File: config.mk
export PLATFORM = sky130hd
export DESIGN_NAME = eram_slave
export DESIGN_NICKNAME = d
export VERILOG_FILES = /design/src/rtl/eram_pkg.sv /design/src/rtl/eram_addr_stage.sv /design/src/rtl/eram_resp_ctrl.sv /design/src/rtl/eram_store.sv /design/src/rtl/eram_slave.sv
export SDC_FILE = /design/constraint.sdc
export NUM_CORES = 2
export LEC_CHECK = 0
export BUFFER_PORTS_ARGS = -buffer_cell sky130_fd_sc_hd__clkbuf_2
export CAP_MARGIN = 20
export CORE_UTILIZATION = 45
export CTS_CLUSTER_DIAMETER = 120
export DETAILED_ROUTE_END_ITERATION = 12
export GPL_TIMING_DRIVEN = 0
export PLACE_DENSITY = 0.72
export SLEW_MARGIN = 10
export SYNTH_ARGS = -nofsm -noshare
export SYNTH_HDL_FRONTEND = slang
export SYNTH_SLANG_ARGS = --single-unit
File: constraint.sdc
create_clock -name clk -period 3.8 [get_ports clk]
set_input_delay 0.38 -clock clk [delete_from_list [all_inputs] [get_ports clk]]
set_output_delay 0.38 -clock clk [all_outputs]
set_load 0.1 [all_outputs]
File: src/rtl/eram_pkg.sv
package eram_pkg;
  localparam int DATA_W = 32;
  localparam int LANES  = DATA_W / 8;

  localparam logic [2:0] SZ_BYTE = 3'd0;
  localparam logic [2:0] SZ_HALF = 3'd1;
  localparam logic [2:0] SZ_WORD = 3'd2;

  // Size and alignment legality
  function automatic logic size_ok(input logic [2:0] sz, input logic [1:0] off);
    case (sz)
      SZ_BYTE: size_ok = 1'b1;
      SZ_HALF: size_ok = ~off[0];
      SZ_WORD: size_ok = (off == 2'b00);
      default: size_ok = 1'b0;
    endcase
  endfunction

  // Active lanes: little-endian pattern, mirrored for the big-endian order
  function automatic logic [LANES-1:0] lane_enables(input logic [2:0] sz,
                                                    input logic [1:0] off,
                                                    input logic       big);
    logic [LANES-1:0] m;
    case (sz)
      SZ_BYTE: m = 4'b0001 << off;
      SZ_HALF: m = off[1] ? 4'b1100 : 4'b0011;
      default: m = 4'b1111;
    endcase
    lane_enables = big ? {m[0], m[1], m[2], m[3]} : m;
  endfunction

  function automatic logic [DATA_W-1:0] lanes_to_bits(input logic [LANES-1:0] m);
    for (int i = 0; i < LANES; i++) lanes_to_bits[8*i +: 8] = {8{m[i]}};
  endfunction
endpackage

File: src/rtl/eram_addr_stage.sv
module eram_addr_stage
  import eram_pkg::*;
#(
  parameter int ADDR_W = 8,
  localparam int WORD_W = ADDR_W - 2
) (
  input  logic              clk,
  input  logic              rst_n,
  input  logic              sel,
  input  logic [1:0]        trans,
  input  logic              write,
  input  logic [2:0]        size,
  input  logic [ADDR_W-1:0] addr,
  input  logic              ready_in,
  output logic              ph_valid,
  output logic              ph_write,
  output logic [2:0]        ph_size,
  output logic [1:0]        ph_off,
  output logic [WORD_W-1:0] ph_word,
  output logic              ph_bad
);
  logic req;
  assign req = sel && (trans == 2'b10 || trans == 2'b11);

  always_ff @(posedge clk or negedge rst_n) begin
    if (!rst_n) begin
      ph_valid <= 1'b0;
      ph_write <= 1'b0;
      ph_size  <= SZ_BYTE;
      ph_off   <= '0;
      ph_word  <= '0;
      ph_bad   <= 1'b0;
    end else if (ready_in) begin
      ph_valid <= req;
      ph_write <= write;
      ph_size  <= size;
      ph_off   <= addr[1:0];
      ph_word  <= addr[ADDR_W-1:2];
      ph_bad   <= req && !size_ok(size, addr[1:0]);
    end
  end

  AST_BAD_NEEDS_PHASE: assert property (@(posedge clk) disable iff (!rst_n)
    ph_bad |-> ph_valid);
endmodule

File: src/rtl/eram_resp_ctrl.sv
module eram_resp_ctrl #(
  parameter int WAIT_STATES = 2,
  localparam int CNT_W = $clog2(WAIT_STATES + 2)
) (
  input  logic clk,
  input  logic rst_n,
  input  logic ph_valid,
  input  logic ph_bad,
  input  logic ready_in,
  output logic ready_out,
  output logic resp_err,
  output logic done_ok
);
  logic [CNT_W-1:0] cnt;

  always_comb begin
    if (!ph_valid) begin
      ready_out = 1'b1;
      resp_err  = 1'b0;
    end else if (ph_bad) begin
      ready_out = (cnt != '0);
      resp_err  = 1'b1;
    end else begin
      ready_out = (cnt == CNT_W'(WAIT_STATES));
      resp_err  = 1'b0;
    end
  end

  assign done_ok = ph_valid && !ph_bad && ready_out;

  always_ff @(posedge clk or negedge rst_n) begin
    if (!rst_n)                     cnt <= '0;
    else if (ready_in)              cnt <= '0;
    else if (ph_valid && !ready_out) cnt <= cnt + 1'b1;
  end

  AST_ERR_TWO_CYCLE: assert property (@(posedge clk) disable iff (!rst_n)
    (resp_err && !ready_out && !ready_in) |=> (resp_err && ready_out));
  AST_IDLE_READY: assert property (@(posedge clk) disable iff (!rst_n)
    !ph_valid |-> (ready_out && !resp_err));
  AST_WAIT_HOLDS_PHASE: assert property (@(posedge clk) disable iff (!rst_n)
    (ph_valid && !ready_out && !ready_in) |=> ph_valid);
endmodule

File: src/rtl/eram_store.sv
module eram_store
  import eram_pkg::*;
#(
  parameter int WORDS = 64,
  localparam int IDX_W = $clog2(WORDS)
) (
  input  logic              clk,
  input  logic              wr_en,
  input  logic [IDX_W-1:0]  idx,
  input  logic [LANES-1:0]  lane_en,
  input  logic [DATA_W-1:0] wdata,
  output logic [DATA_W-1:0] rword
);
  for (genvar g = 0; g < LANES; g++) begin : g_lane
    logic [7:0] bank [WORDS];
    always_ff @(posedge clk) begin
      if (wr_en && lane_en[g]) bank[idx] <= wdata[8*g +: 8];
    end
    assign rword[8*g +: 8] = bank[idx];
  end

  AST_WRITE_LANE_COUNT: assert property (@(posedge clk)
    wr_en |-> ($countones(lane_en) == 1 || $countones(lane_en) == 2 ||
               $countones(lane_en) == 4));
endmodule

File: src/rtl/eram_slave.sv
module eram_slave
  import eram_pkg::*;
#(
  parameter int ADDR_W      = 8,
  parameter int WAIT_STATES = 2,
  localparam int WORD_W = ADDR_W - 2,
  localparam int WORDS  = 1 << WORD_W
) (
  input  logic              clk,
  input  logic              rst_n,
  input  logic              cfg_big_endian,
  input  logic              bus_sel,
  input  logic [1:0]        bus_trans,
  input  logic              bus_write,
  input  logic [2:0]        bus_size,
  input  logic [ADDR_W-1:0] bus_addr,
  input  logic [31:0]       bus_wdata,
  input  logic              bus_ready_in,
  output logic [31:0]       bus_rdata,
  output logic              bus_ready_out,
  output logic              bus_resp_err
);
  logic              ph_valid, ph_write, ph_bad, done_ok, wr_en;
  logic [2:0]        ph_size;
  logic [1:0]        ph_off;
  logic [WORD_W-1:0] ph_word;
  logic [LANES-1:0]  lane_en;
  logic [DATA_W-1:0] rword;

  eram_addr_stage #(.ADDR_W(ADDR_W)) u_addr (
    .clk(clk), .rst_n(rst_n), .sel(bus_sel), .trans(bus_trans),
    .write(bus_write), .size(bus_size), .addr(bus_addr),
    .ready_in(bus_ready_in), .ph_valid(ph_valid), .ph_write(ph_write),
    .ph_size(ph_size), .ph_off(ph_off), .ph_word(ph_word), .ph_bad(ph_bad)
  );

  eram_resp_ctrl #(.WAIT_STATES(WAIT_STATES)) u_resp (
    .clk(clk), .rst_n(rst_n), .ph_valid(ph_valid), .ph_bad(ph_bad),
    .ready_in(bus_ready_in), .ready_out(bus_ready_out),
    .resp_err(bus_resp_err), .done_ok(done_ok)
  );

  assign lane_en = lane_enables(ph_size, ph_off, cfg_big_endian);
  assign wr_en   = done_ok && ph_write;

  eram_store #(.WORDS(WORDS)) u_store (
    .clk(clk), .wr_en(wr_en), .idx(ph_word), .lane_en(lane_en),
    .wdata(bus_wdata), .rword(rword)
  );

  assign bus_rdata = (done_ok && !ph_write) ? (rword & lanes_to_bits(lane_en)) : '0;

  AST_ERR_NO_DATA: assert property (@(posedge clk) disable iff (!rst_n)
    bus_resp_err |-> (bus_rdata == '0));
  AST_ERR_NO_WRITE: assert property (@(posedge clk) disable iff (!rst_n)
    bus_resp_err |-> !wr_en);
  AST_DATA_ONLY_AT_END: assert property (@(posedge clk) disable iff (!rst_n)
    (bus_rdata != '0) |-> (bus_ready_out && !bus_resp_err));
endmodule

# --- After elaboration in Yosys (flattened, before gate mapping) ---
# Memory sizes are Yosys's and may differ from the RTL's.
# Cells that the tools add are included.
totals:
  mem_bits_rw: 2048
  mem_count: 4
  word_cells: 62
  in_bits: 51
  output_inout_bits: 34
  reg_bits: 16
classes:
  bitwise_logic: 2
  mux: 20
  shift: 1
  n_eq_ne: 6
  add_sub_neg: 1
  n_reduce_logical: 21
memory_table:
  columns: ["name", "words", "width", "rd", "rd_clocked_by_memory_dff", "wr", "line", "text"]
  rows:
  - ["u_store.g_lane[0].bank", 64, 8, 1, 0, 1, "eram_store.sv:15", "logic [7:0] bank [WORDS];"]
  - ["u_store.g_lane[1].bank", 64, 8, 1, 0, 1, "eram_store.sv:15", null]
  - ["u_store.g_lane[2].bank", 64, 8, 1, 0, 1, "eram_store.sv:15", null]
  - ["u_store.g_lane[3].bank", 64, 8, 1, 0, 1, "eram_store.sv:15", null]
op_table:
  columns: ["cell", "count"]
  rows:
  - ["32-bit bitwise AND", 1]
  - ["32-bit 2-to-1 mux", 1]
  - ["1-bit 2-to-1 mux", 13]
  - ["1-bit logical AND", 11]
  - ["4-bit 2-to-1 mux", 2]
  - ["4-bit one-hot mux with 2 select lines", 1]
  - ["2-bit == test, second input constant", 3]
  - ["3-bit by 1-bit == test with 1-bit output, second input constant", 2]
  - ["3-bit logical NOT", 2]
  - ["1-bit logical NOT", 4]
  - ["2-bit 2-to-1 mux", 2]
  - ["2-bit nonzero test", 2]
  - ["1-bit by 2-bit left shift with 4-bit output, first input constant", 1]
  - ["3-bit by 2-bit == test with 1-bit output, second input constant", 1]
  - ["1-bit one-hot mux with 3 select lines", 1]
  - ["2-bit by 1-bit adder with 2-bit output, second input constant", 1]
  - ["2-bit logical NOT", 1]
  - ["1-bit logical OR", 1]
  - ["1-bit NOT", 1]

# --- Longest topological paths before layout ---
logic_depth:
  ltp_word: 8
  depth_mapped: 10
  ltp_nobuf: 5

# --- Cells and area by module ---
# Synthesis repeated with hierarchy kept, for this count alone.
unflattened:
  hier_cells: 4520
  hier_area_um2: 79701.4
modules_own_cells:
  columns: ["module", "cells_each", "seq_area_each_um2", "area_each_um2", "n_inst"]
  rows:
  - ["eram_store", 4423, 61499.0, 78684.2, 1]
  - ["eram_addr_stage", 36, 350.3, 576.8, 1]
  - ["eram_slave", 47, 0.0, 322.8, 1]
  - ["eram_resp_ctrl", 14, 50.0, 117.6, 1]

# --- Worst setup path after synthesis ---
# No wires, ideal clock.
synth_path:
  kind: "register to output"
  from: "register u_addr.ph_word[0]"
  to: "output bus_rdata[23]"
  path_buffers: 4
  arrival_ps: 3274
  slack_ps: 146
  required_ps: 3420
  stages_incl_launch_ff: 10
  path_cell_list: "dfrtp_1 buf_6 buf_6 nor2_2 buf_4 clkbuf_1 a221oi_1 o22ai_1 a22oi_1 a31oi_1"
synth_between:
  elab_chain_cells: 3
synth_rtl:
  columns: ["item", "line", "text"]
  rows:
  - ["start: declaration", "eram_addr_stage.sv:19", "output logic [WORD_W-1:0] ph_word,"]
  - ["start signal: assignment", "eram_addr_stage.sv:38", "ph_word <= addr[ADDR_W-1:2];"]
  - ["memory read 64 x 8 bit", null, null]
  - ["32-bit bitwise AND", "eram_slave.sv:51", "assign bus_rdata = (done_ok && !ph_write) ? (rword & lanes_to_bits(lane_en)) : '0;"]
  - ["32-bit 2-to-1 mux", "eram_slave.sv:51", null]
  - ["end: declaration", "eram_slave.sv:19", "output logic [31:0] bus_rdata,"]
# Every way passes these cells.

# --- Final worst setup path ---
layout_path:
  from: "register u_addr.ph_word[1]"
  to: "output bus_rdata[8]"
# Same word-level chain as after synthesis.

==> impl_metrics.py <==
metrics = {
    "cts": {
        "clk_pin_slew_worst_paths_ps": 60,
        "clock_sinks": 2064,
        "cts_tree": "yes",
        "numCtsBuffers": 195,
        "cts_max_level": 4,
        "cts_max_path_buffers": 3,
        "root_buffer": "clkbuf_16",
        "worst_skew_pair.late_latency_ps": 890,
    },
    "yosys": {
        "synth_edf_count": 2048,
        "synthDistinctLibCells": 56,
        "async_reset_ff_share_pct": 0.775,
        "avgSynthCellArea_sq_um": 17.0,
        "ys_top_cells_by_area": "edfxtp_1 75%, a221oi_1 5.3%, and3b_1 2.7%",
        "syn_area_sq_mm": 0.0816,
        "synth_top_area_share_pct": 75.3,
        "synth.largest_area_cell": "edfxtp_1",
        "yosys_warnings": 0,
        "ys.flop_type": "edfxtp_1",
        "synth-seq-cells": 2064,
        "synth_fp_nets": 4844,
        "yosysSeqAreaShare_pct": 75.8,
        "netlist_instances": 4793,
    },
    "sta": {
        "fin_setup_tns_ps": -109940,
        "setup_viol_count_final": 996,
        "finClkSkew_ps": 35.5,
        "fmax_ghz": 0.232,
        "tightest_slew_ps": 1320,
        "slew_headroom_pct": 11.7,
        "finalCritPeriodShare_pct": 113,
        "slew_violations": 0,
        "grt_setup_unrepaired": "true",
        "hold_viol": 0,
        "worst_slack_ps": -511,
        "min_period_ps": 4310,
    },
    "critical_path": {
        "cp_top_family": "buffers and inverters",
        "cpMaxStageDelayCell": "nor4_4",
        "critical_path.cell_chain": "buf_12 > buf_16 > buf_12 > buf_8 > a211o_1 > a31oi_4 > nor4_4 > a31oi_4 > clkbuf_16",
        "cp_slowest_stage_delay_ps": 730,
        "crit_path_start_kind": "register",
        "worstPathBufferInverterCount": 5,
        "critPathArrivalTime_ps": 3930,
        "worstSetupPathType": "reg -> out",
        "worstSetupEndpointType": "output pin",
        "required_ps": 3420,
        "critPathMaxFanout": 10,
    },
    "final_layout": {
        "design_area_sq_mm": 0.0985,
        "drive_gt1_share_pct": 26.9,
        "final_cell_mix": "2,048 x edfxtp_1, 417 x a221oi_1, 251 x and3b_1",
        "final_common_cell": "edfxtp_1",
        "syn_to_final_growth_pct": 20.6,
        "n_fill_cell": 13400,
        "multi_input_area_sq_mm": 0.0208,
        "nets": 5253,
        "register_area_sq_mm": 0.0619,
    },
    "global_routing": {
        "first_global_vias": 50600,
        "antenna_found_initial": 14,
        "grt-ovfl-total": 0,
        "grt_max_degree": 65,
        "grt_pass1_wl_um": 392000,
        "track_usage_pct": 30.6,
    },
    "power": {
        "swShare_pct": 25.4,
        "p_leak_nw": 31.6,
        "irDropWorstVdd_v": 0.000424,
        "clockPowerShare_pct": 39.0,
        "pwr_density_cell_mw_per_mm2": 519,
        "switchingPower_mw": 13.0,
        "p_seq_share_pct": 49.0,
        "combPwrFrac_pct": 12.1,
        "power.internal_mw": 38.1,
    },
    "floorplan": {
        "dieArea_sq_mm": 0.183,
        "ios": 85,
        "die_width_um": 428,
        "dieHeight_um": 428,
        "coreArea_sq_mm": 0.179,
        "start_util_pct": 45.5,
        "rows": 155,
    },
    "place": {
        "place_hpwl_um": 190000,
        "gp_congestion": 0.983,
        "port_buffers": 83,
        "place_area_sq_mm": 0.0858,
    },
    "status": {
        "status": "finished, violations left",
        "violations": "negative setup slack",
    },
    "routing": {
        "drt_iter0_drc": 10900,
        "via_per_inst": 6.98,
        "wl_per_cell_um": 37.5,
        "num_vias": 54000,
        "drc": 0,
        "drt.antenna.violating_nets": 0,
        "drtPass1Iterations": 9,
        "wirelength_um": 290000,
    },
    "flow_run": {
        "cap_violations": 0,
    },
    "worst_hold_path": {
        "hp-class": "in -> reg",
    },
}
## state kept, by name, summed over array words and instances, names as in the netlist
signal               flops
u_addr.ph_off            2
u_addr.ph_valid          1
u_resp.cnt               2
u_store.g_lane.bank   2048
u_addr.ph_word           6
u_addr.ph_bad            1
u_addr.ph_write          1
u_addr.ph_size           3
## worst reg2reg max path: stages (launching register included)
cell	delay [ps]
dfrtp_4	520
buf_12	190
inv_2	110
buf_8	200
buf_2	270
nor3_2	960
nand2_1	570
nor2_1	940
## cells by family after synthesis
kind of cell | share of synthesized area [%]
AOI/OAI and AO/OA | 10.7
xor gates and xnor gates | 0.0429
buffers and inverters | 2.43
DFF | 75.8
muxes | 5.42
and+or+nand+nor | 5.63
## timing repair
item	CTS	global route
gates resized for setup	837	585
hold endpoints to repair	103	11
hold buffers	23	1
pin swaps	58	75
setup endpoints to repair	2048	1271
buffers inserted	15	28
cloned	3	6
## power by group through the flow
stage,Combinational (mW),Sequential (mW),Clock (mW)
detailed placement,4.75,25.5,0
global route,6.14,25.0,20.7
finish,6.17,25.1,19.9
global placement,4.53,25.6,0
CTS,5.38,25.1,19.8
floorplan,2.34,25.5,0
## per-stage QoR
stage	std cells	power, mW	util (%)	worst slack, ps	hold WS, ps
floorplan	4793	27.9	-	146	84.4
global placement	7231	30.1	47.4	-2150	319
detailed placement	7272	30.3	47.9	-1350	327
CTS	7681	50.2	53.4	-383	3.69
global route	7732	51.9	54.9	-454	17.3
finish	7738	51.2	54.9	-511	19.7
## final timing paths
check	startpoint	endpoint	slack, ps	cells after the start
worst max-delay path	u_addr.ph_word[1]	bus_rdata[8]	-510	9
worst min-delay path	bus_wdata[12]	u_store.g_lane[1].bank[11][4]	20	1
worst max register to register	u_addr.ph_word[2]	u_store.g_lane[0].bank[39][3]	-330	7
worst min register to register	u_addr.ph_size[1]	u_addr.ph_size[1]	520	1
max in group asynchronous	rst_n	u_addr.ph_word[2]	2600	3
min in group asynchronous	rst_n	u_addr.ph_bad	650	3
## synth_stat cells (63+ instances only)
cell type and count:
a211o_1 63, a21oi_1 123, a221oi_1 493, a22oi_1 67, a31oi_1 93, and3b_1 251, buf_2 81, clkbuf_1 256
edfxtp_1 2048, mux2_2 71, mux2i_1 195, mux4_2 72, nand2_1 151, nand2b_1 64, nor2_1 265, o21ai_0 126
o22ai_1 124
## final cells by class
cell class	count	share of cell area (%)
Clock inverter	137	1.41
Inverter	5	0.0216
Clock buffer	232	5.12
Multi-Input combinational cell	2317	21.1
Tap cell	2355	2.99
Timing Repair Buffer	213	2.80
Sequential cell	2064	62.9
Buffer	406	3.64
Antenna cell	9	0.0229
## layer usage
| layer | global-route usage, % | share of wire, % | routed length (um) |
|---|---|---|---|
| met2 | 44.3 | 43 | 124000 |
| met4 | 20.6 | 8.4 | 24300 |
| met5 | 0.0260 | 0.033 | 96 |
| met3 | 11.3 | 16 | 45400 |
| met1 | 38.5 | 33 | 96300 |
No activity file was read; power rests on OpenSTA's default activity.
